[src/rtl/psr_pkg.sv]
package psr_pkg;

    // Default geometry: number of unit pairs and operand width
    localparam int PSR_PAIRS = 4;
    localparam int PSR_W     = 4;

endpackage

[src/rtl/psr_switch2.sv]
// psr_switch2: two-way selector, the only switching element of the cluster.
// Assumes: sel is a settled level; position 0 passes in0, position 1 passes in1.
module psr_switch2 #(
    parameter int W = 4
) (
    input  logic         sel,
    input  logic [W-1:0] in0,
    input  logic [W-1:0] in1,
    output logic [W-1:0] y
);

    // Select between the two positions
    always_comb begin
        y = sel ? in1 : in0;
    end

endmodule

[src/rtl/psr_unit.sv]
// psr_unit: one replaceable logic unit, a W-bit adder with carry out.
// Assumes: inv is a test-only defect model that inverts the whole result.
module psr_unit #(
    parameter int W = 4
) (
    input  logic         inv,
    input  logic [W-1:0] a,
    input  logic [W-1:0] b,
    output logic [W:0]   y
);

    logic [W:0] sum;

    // Unit function: zero-extended add
    always_comb begin
        sum = {1'b0, a} + {1'b0, b};
    end

    // Defect model: invert every output bit when injected
    always_comb begin
        y = sum ^ {(W+1){inv}};
    end

endmodule

[src/rtl/psr_cfg.sv]
// psr_cfg: registered configuration state of the cluster.
// Assumes: cfg_value lies in 0..PAIRS-1; the state changes only on a load.
module psr_cfg #(
    parameter int SW = 2
) (
    input  logic          clk,
    input  logic          rst_n,
    input  logic          cfg_load,
    input  logic [SW-1:0] cfg_value,
    output logic [SW-1:0] state
);

    // State register with synchronous active-low reset
    always_ff @(posedge clk) begin
        if (!rst_n) begin
            state <= '0;
        end else if (cfg_load) begin
            state <= cfg_value;
        end
    end

    // state is zero in the first cycle after reset
    p_rst_zero_r1: assert property (@(posedge clk) disable iff (!rst_n)
        !$past(rst_n) |-> state == '0);

    // a load takes effect on the next edge
    p_load_next_r2: assert property (@(posedge clk) disable iff (!rst_n)
        cfg_load |=> state == $past(cfg_value));

    // without a load the state holds
    p_hold_r2: assert property (@(posedge clk) disable iff (!rst_n)
        !cfg_load |=> $stable(state));

endmodule

[src/rtl/psr_advisor.sv]
// psr_advisor: picks the state whose removed pair covers every bad unit.
// Assumes: fail_mask marks bad units, one bit per unit; the result is combinational.
module psr_advisor #(
    parameter int PAIRS = 4
) (
    input  logic                     clk,
    input  logic                     rst_n,
    input  logic [2*PAIRS-1:0]       fail_mask,
    output logic [$clog2(PAIRS)-1:0] fix_state,
    output logic                     fix_ok
);

    localparam int UNITS = 2 * PAIRS;
    localparam int SW    = $clog2(PAIRS);

    logic [PAIRS-1:0] pair_hit;
    int               hits;
    int               first;

    // Mark each pair that holds at least one bad unit
    always_comb begin
        for (int p = 0; p < PAIRS; p++) begin
            pair_hit[p] = fail_mask[2*p] | fail_mask[2*p+1];
        end
    end

    // Count hit pairs and find the lowest one
    always_comb begin
        hits  = 0;
        first = 0;
        for (int p = PAIRS - 1; p >= 0; p--) begin
            if (pair_hit[p]) begin
                hits  = hits + 1;
                first = p;
            end
        end
    end

    // Repairable only when all bad units sit in one pair
    always_comb begin
        fix_ok    = (hits <= 1);
        fix_state = (hits == 1) ? SW'(first) : '0;
    end

    // an advised state leaves no bad unit in service
    p_ok_covers_r7: assert property (@(posedge clk) disable iff (!rst_n)
        fix_ok |-> (fail_mask & ~(UNITS'(3) << (2 * fix_state))) == '0);

    // a refused set has at least two bad units and advises state 0
    p_bad_set_r8: assert property (@(posedge clk) disable iff (!rst_n)
        !fix_ok |-> ($countones(fail_mask) >= 2 && fix_state == '0));

endmodule

[src/rtl/psr_xbar.sv]
// psr_xbar: two-way switch network between the lanes and the units.
// Assumes: state k takes units 2k and 2k+1 out; lanes fill the rest in
// ascending order; removed units get zero operands and feed the observers.
module psr_xbar #(
    parameter int PAIRS = 4,
    parameter int W     = 4
) (
    input  logic                              clk,
    input  logic                              rst_n,
    input  logic [$clog2(PAIRS)-1:0]          state,
    input  logic [2*PAIRS-3:0][W-1:0]         lane_a,
    input  logic [2*PAIRS-3:0][W-1:0]         lane_b,
    input  logic [2*PAIRS-1:0][W:0]           unit_y,
    output logic [2*PAIRS-1:0][W-1:0]         unit_a,
    output logic [2*PAIRS-1:0][W-1:0]         unit_b,
    output logic [2*PAIRS-3:0][W:0]           lane_y,
    output logic [1:0][W:0]                   obs_y
);

    localparam int UNITS = 2 * PAIRS;
    localparam int LANES = UNITS - 2;

    // Input side: each unit picks lane u or lane u-2, then the isolation switch
    for (genvar u = 0; u < UNITS; u++) begin : g_unit
        localparam int P = u / 2;
        logic         pick_hi;
        logic         iso;
        logic [W-1:0] lo_a, lo_b, hi_a, hi_b, mid_a, mid_b;

        assign pick_hi = (int'(state) < P);
        assign iso     = (int'(state) == P);

        if (u < LANES) begin : g_lo
            assign lo_a = lane_a[u];
            assign lo_b = lane_b[u];
        end else begin : g_lo_none
            assign lo_a = '0;
            assign lo_b = '0;
        end

        if (u >= 2) begin : g_hi
            assign hi_a = lane_a[u-2];
            assign hi_b = lane_b[u-2];
        end else begin : g_hi_none
            assign hi_a = '0;
            assign hi_b = '0;
        end

        psr_switch2 #(.W(2*W)) u_shift (
            .sel (pick_hi),
            .in0 ({lo_a, lo_b}),
            .in1 ({hi_a, hi_b}),
            .y   ({mid_a, mid_b})
        );

        psr_switch2 #(.W(2*W)) u_iso (
            .sel (iso),
            .in0 ({mid_a, mid_b}),
            .in1 ({(2*W){1'b0}}),
            .y   ({unit_a[u], unit_b[u]})
        );

        // a removed unit sees only zero operands
        p_iso_zero_r5: assert property (@(posedge clk) disable iff (!rst_n)
            (int'(state) == P) |-> (unit_a[u] == '0 && unit_b[u] == '0));
    end

    // Output side: lane i takes unit i below the removed pair, else unit i+2
    for (genvar i = 0; i < LANES; i++) begin : g_lane
        logic take_hi;
        assign take_hi = (int'(state) <= i / 2);

        psr_switch2 #(.W(W+1)) u_out (
            .sel (take_hi),
            .in0 (unit_y[i]),
            .in1 (unit_y[i+2]),
            .y   (lane_y[i])
        );
    end

    // Observation side: the removed pair drives the two extra ports
    always_comb begin
        for (int j = 0; j < 2; j++) begin
            obs_y[j] = unit_y[2 * int'(state) + j];
        end
    end

endmodule

[src/rtl/spare_perm_cluster.sv]
// spare_perm_cluster: eight adder units behind a permutation switch network,
// six in service, one adjacent pair out, plus a repair advisor.
// Assumes: flt_mask is used only by a test bench; ports are flat vectors
// with lane i at slice i of each bus.
module spare_perm_cluster #(
    parameter int PAIRS = psr_pkg::PSR_PAIRS,
    parameter int W     = psr_pkg::PSR_W
) (
    input  logic                             clk,
    input  logic                             rst_n,
    input  logic                             cfg_load,
    input  logic [$clog2(PAIRS)-1:0]         cfg_value,
    output logic [$clog2(PAIRS)-1:0]         cur_state,
    input  logic [(2*PAIRS-2)*W-1:0]         lane_a,
    input  logic [(2*PAIRS-2)*W-1:0]         lane_b,
    output logic [(2*PAIRS-2)*(W+1)-1:0]     lane_y,
    output logic [2*(W+1)-1:0]               obs_y,
    input  logic [2*PAIRS-1:0]               flt_mask,
    input  logic [2*PAIRS-1:0]               fail_mask,
    output logic [$clog2(PAIRS)-1:0]         fix_state,
    output logic                             fix_ok
);

    localparam int UNITS = 2 * PAIRS;
    localparam int LANES = UNITS - 2;
    localparam int SW    = $clog2(PAIRS);
    localparam int YW    = W + 1;

    logic [SW-1:0]              state;
    logic [LANES-1:0][W-1:0]    la, lb;
    logic [LANES-1:0][W:0]      ly;
    logic [UNITS-1:0][W-1:0]    ua, ub;
    logic [UNITS-1:0][W:0]      uy;
    logic [1:0][W:0]            oy;

    // Unpack lane operands and repack lane results
    for (genvar i = 0; i < LANES; i++) begin : g_pack
        assign la[i] = lane_a[i*W +: W];
        assign lb[i] = lane_b[i*W +: W];
        assign lane_y[i*YW +: YW] = ly[i];

        // with no fault injected, each lane returns its own sum
        p_lane_sum_r4: assert property (@(posedge clk) disable iff (!rst_n)
            (flt_mask == '0) |-> lane_y[i*YW +: YW] ==
                ({1'b0, lane_a[i*W +: W]} + {1'b0, lane_b[i*W +: W]}));
    end

    assign obs_y     = {oy[1], oy[0]};
    assign cur_state = state;

    // healthy removed units read zero on the observers
    p_obs_quiet_r5: assert property (@(posedge clk) disable iff (!rst_n)
        (flt_mask == '0) |-> obs_y == '0);

    psr_cfg #(.SW(SW)) u_cfg (
        .clk       (clk),
        .rst_n     (rst_n),
        .cfg_load  (cfg_load),
        .cfg_value (cfg_value),
        .state     (state)
    );

    psr_xbar #(.PAIRS(PAIRS), .W(W)) u_xbar (
        .clk    (clk),
        .rst_n  (rst_n),
        .state  (state),
        .lane_a (la),
        .lane_b (lb),
        .unit_y (uy),
        .unit_a (ua),
        .unit_b (ub),
        .lane_y (ly),
        .obs_y  (oy)
    );

    for (genvar u = 0; u < UNITS; u++) begin : g_units
        psr_unit #(.W(W)) u_unit (
            .inv (flt_mask[u]),
            .a   (ua[u]),
            .b   (ub[u]),
            .y   (uy[u])
        );
    end

    psr_advisor #(.PAIRS(PAIRS)) u_adv (
        .clk       (clk),
        .rst_n     (rst_n),
        .fail_mask (fail_mask),
        .fix_state (fix_state),
        .fix_ok    (fix_ok)
    );

endmodule

[config.mk]
export PLATFORM = sky130hd
export DESIGN_NAME = spare_perm_cluster
export DESIGN_NICKNAME = d
export VERILOG_FILES = /design/src/rtl/psr_pkg.sv /design/src/rtl/psr_switch2.sv /design/src/rtl/psr_unit.sv /design/src/rtl/psr_cfg.sv /design/src/rtl/psr_advisor.sv /design/src/rtl/psr_xbar.sv /design/src/rtl/spare_perm_cluster.sv
export SDC_FILE = /design/constraint.sdc
export NUM_CORES = 1
export LEC_CHECK = 0
export BUFFER_PORTS_ARGS = -buffer_cell sky130_fd_sc_hd__buf_2
export CORE_ASPECT_RATIO = 1.2
export CORE_MARGIN = 2
export CORE_UTILIZATION = 45
export CTS_CLUSTER_DIAMETER = 150
export DETAILED_ROUTE_END_ITERATION = 12
export PLACE_DENSITY = 0.75
export SYNTH_ARGS = -nofsm -noshare
export SYNTH_HDL_FRONTEND = slang
export SYNTH_SLANG_ARGS = --single-unit
[constraint.sdc]
create_clock -name clk -period 7.8 [get_ports clk]
set_input_delay 0.78 -clock clk [delete_from_list [all_inputs] [get_ports clk]]
set_output_delay 0.78 -clock clk [all_outputs]
set_load 0.02 [all_outputs]
==> results.sh <==
export IMPL_root_buffer="clkbuf_8"
export IMPL_combPwrFrac_pct=88.5
export IMPL_p_leak_nw=1.78
export IMPL_area_growth_pct=20.9
export IMPL_vias=2969
export IMPL_cts_sinks=2
export IMPL_cp_end_kind="primary output"
export IMPL_rows=31
export IMPL_coreArea_um2=6050
export IMPL_netlist_area_um2=2830
export IMPL_fin_hold_ws_ns=0.797
export IMPL_ioPinCount=114
export IMPL_ctsResizeCount=0
export IMPL_p_seq_share_pct=2.7
export IMPL_rsz0062_at_grt="false"
export IMPL_cts_tree="yes"
export IMPL_yosysTopAreaCell="ha_1"
export IMPL_synthTopCellsByArea="ha_1, xnor2_1, and2_1, fa_1, o21ai_0"
export IMPL_max_cap_viol_count=0
export IMPL_p_switching_mw=0.261
export IMPL_die_area_um2=6930
export IMPL_drt_wl_total_mm=8.05
export IMPL_diodes=0
export IMPL_htreeDepth=1
export IMPL_timing_slew_headroom_pct=32.5
export IMPL_crit_chain="nand2_1, and2_1, ha_1, fa_1, a21o_1, a21oi_2, xnor2_1, mux4_2, buf_2"
export IMPL_finalSetupViolations=0
export IMPL_cp_slowest_cell="dfxtp_1"
export IMPL_setup_worst_path_class="flip-flop to primary output"
export IMPL_min_period_ns=4.60
export IMPL_synthCells=379
export IMPL_setup_tns_ns=0
export IMPL_worst_path_max_fanout=32
export IMPL_wire_per_inst_um=14.6
export IMPL_largest_reg_flops=2
export IMPL_drive_above_1_share_pct=28.8
export IMPL_dp_slack_ns=3.41
export IMPL_fin_crit_sh_pct=59.0
export IMPL_via_per_inst=5.39
export IMPL_clock_latency_ns=0.21
export IMPL_finalMaxSlewViolations=0
export IMPL_status="finished, final reports clean"
export IMPL_p_clk_share_pct=8.8
export IMPL_hold_viol=0
export IMPL_syn_nets=492
export IMPL_grt_pass1_wl_mm=13.8
export IMPL_grt_usage_pct=23.5
export IMPL_drc_errors=0
export IMPL_hp_class="input pin to flip-flop"
export IMPL_power_mw=0.473
export IMPL_critPathRequiredTime_ns=7.02
export IMPL_gr_total_overflow=0
export IMPL_grt_max_degree=67
export IMPL_yosys_register_bits=2
export IMPL_tightest_slew_ns=1.01
export IMPL_antenna_found_initial=0
export IMPL_rrSetupSlack_ns=6.56
export IMPL_dpl_cell_area_um2=3380
export IMPL_synth_top_area_share_pct=15.9
export IMPL_io_buffers=113
export IMPL_chipWidth_um=76.3
export IMPL_design_area_um2=3420
export IMPL_ctsHoldBuffers=0
export IMPL_power_internal_mw=0.212
export IMPL_top_register="u_cfg.state"
export IMPL_critPathMaxStageDelay_ns=0.74
export IMPL_avgSynthCellArea_um2=7.45
export IMPL_peakVddDrop_mv=0.0855
export IMPL_ys_types=36
export IMPL_start_util_pct=46.7
export IMPL_seq_area_frac_synth_pct=1.42
export IMPL_gp_congestion=0.870
export IMPL_numCtsBuffers=3
export IMPL_drtPass1Iterations=4
export IMPL_dp_hpwl_mm=6.86
export IMPL_path_clk_slew_ns=0.03
export IMPL_power_share_switching_pct=55.1
export IMPL_clock_skew_final_ns=0
export IMPL_ant_nets=0
export IMPL_final_nets=584
export IMPL_chipHeight_um=90.8
export IMPL_crit_arrival_ns=3.82
export IMPL_post_cts_setup_buffer_count=0
export IMPL_cts_buffer_depth=2
export IMPL_start_kind="flip-flop"
export IMPL_yosys_warnings=0
export IMPL_drtIter0Drc=119
export IMPL_powerDensity_nw_per_um2=138
export IMPL_fmax_mhz=217
export IMPL_reg_top3="u_cfg.state x2"
export IMPL_grt_pass1_vias=3037
export IMPL_worst_slack_ns=3.20
==> cell usage in the layout, fill, tap and decap left out, drive strengths merged, types with 3 or more instances in the layout <==
cell,instances
clkbuf,3
nand3,3
and2,35
nor4b,3
nand2,29
mux2i,14
ha,36
inv,19
buf,114
xnor2,46
o211ai,3
nor2b,3
nor2,21
a21o,16
a22o,16
xor2,12
and3,5
fa,8
mux2,6
o21ai,30
a21oi,26
==> cells in the mapped netlist (all sizes together) <==
cell type and n:
buf 18, clkbuf 9, nand3 3, o211ai 3, xor2 12, nand2 29, inv 19, nor2 21
mux2i 14, nand2b 2, mux4 2, o21ai 30, nor4b 3, mux2 6, a2111oi 2, or2 2
a21o 16, o31ai 1, a22o 16, a211o 2, o311a 2, o221ai 2, nor4 2, a21oi 26
fa 8, o2bb2ai 2, and3 5, and2 35, dfxtp 2, nor2b 3, xnor2 46, ha 36
==> power groups by stage <==
stage	Combinational, mW	Sequential, mW	Clock [mW]
floorplan	0.300	0.0122	0
global placement	0.406	0.0129	0
detailed placement	0.416	0.0130	0
CTS	0.418	0.0129	0.0425
global route	0.457	0.0132	0.0442
finish	0.419	0.0128	0.0415
==> area by class of cell <==
cell class	instances	area (µm²)
tap	82	103
inverter	19	71.3
timing repair buffer	114	573
sequential	2	41.3
clock buffer	3	41.3
fill	614	2630
multi-input combinational	331	2590
==> critical path, delay by kind of cell (launching register included) <==
family,cells,cell delay (ns)
xor+xnor,1,0.09
mux,1,0.48
compound gates,2,0.36
simple gates,2,1.11
buf+inv,1,0.17
fa+ha+maj,2,0.65
flops,1,0.74
==> worst paths after layout <==
kind,startpoint,endpoint,cells past startpoint
worst max-delay path,u_cfg.state[0]$_SDFFE_PN0P_,obs_y[9],9
worst min-delay path,rst_n,u_cfg.state[0]$_SDFFE_PN0P_,2
worst max register to register,u_cfg.state[1]$_SDFFE_PN0P_,u_cfg.state[1]$_SDFFE_PN0P_,3
worst min register to register,u_cfg.state[0]$_SDFFE_PN0P_,u_cfg.state[0]$_SDFFE_PN0P_,2
==> per-stage QoR <==
stage	instances	utilization [%]
after global routing	551	56.5
after floorplan	379	-
final	551	56.5
after global placement	548	55.8
after CTS	551	56.5
after detailed placement	548	55.8
==> cell families after synthesis <==
kind of cell | count (synthesis) | synth area share (%)
XOR/XNOR | 58 | 18.0
AO/OA/AOI/OAI | 102 | 23.9
adder cells (fa/ha/maj) | 44 | 21.6
multiplexers | 22 | 8.95
buffers and inverters | 46 | 7.00
AND/OR/NAND/NOR | 105 | 19.1
flip-flops | 2 | 1.42
==> metal layers <==
| metal | GRT usage, % | routed length, µm | up-vias | share of wire [%] |
|---|---|---|---|---|
| met5 | 0 | 0 | - | 0 |
| met4 | 5.15 | 157 | 0 | 2.0 |
| met3 | 3.20 | 398 | 15 | 4.9 |
| met2 | 42.3 | 4030 | 81 | 50 |
| met1 | 29.7 | 3460 | 1367 | 43 |
| li1 | - | - | 1506 | - |
Note: power is estimated with default switching activity, not from simulation.
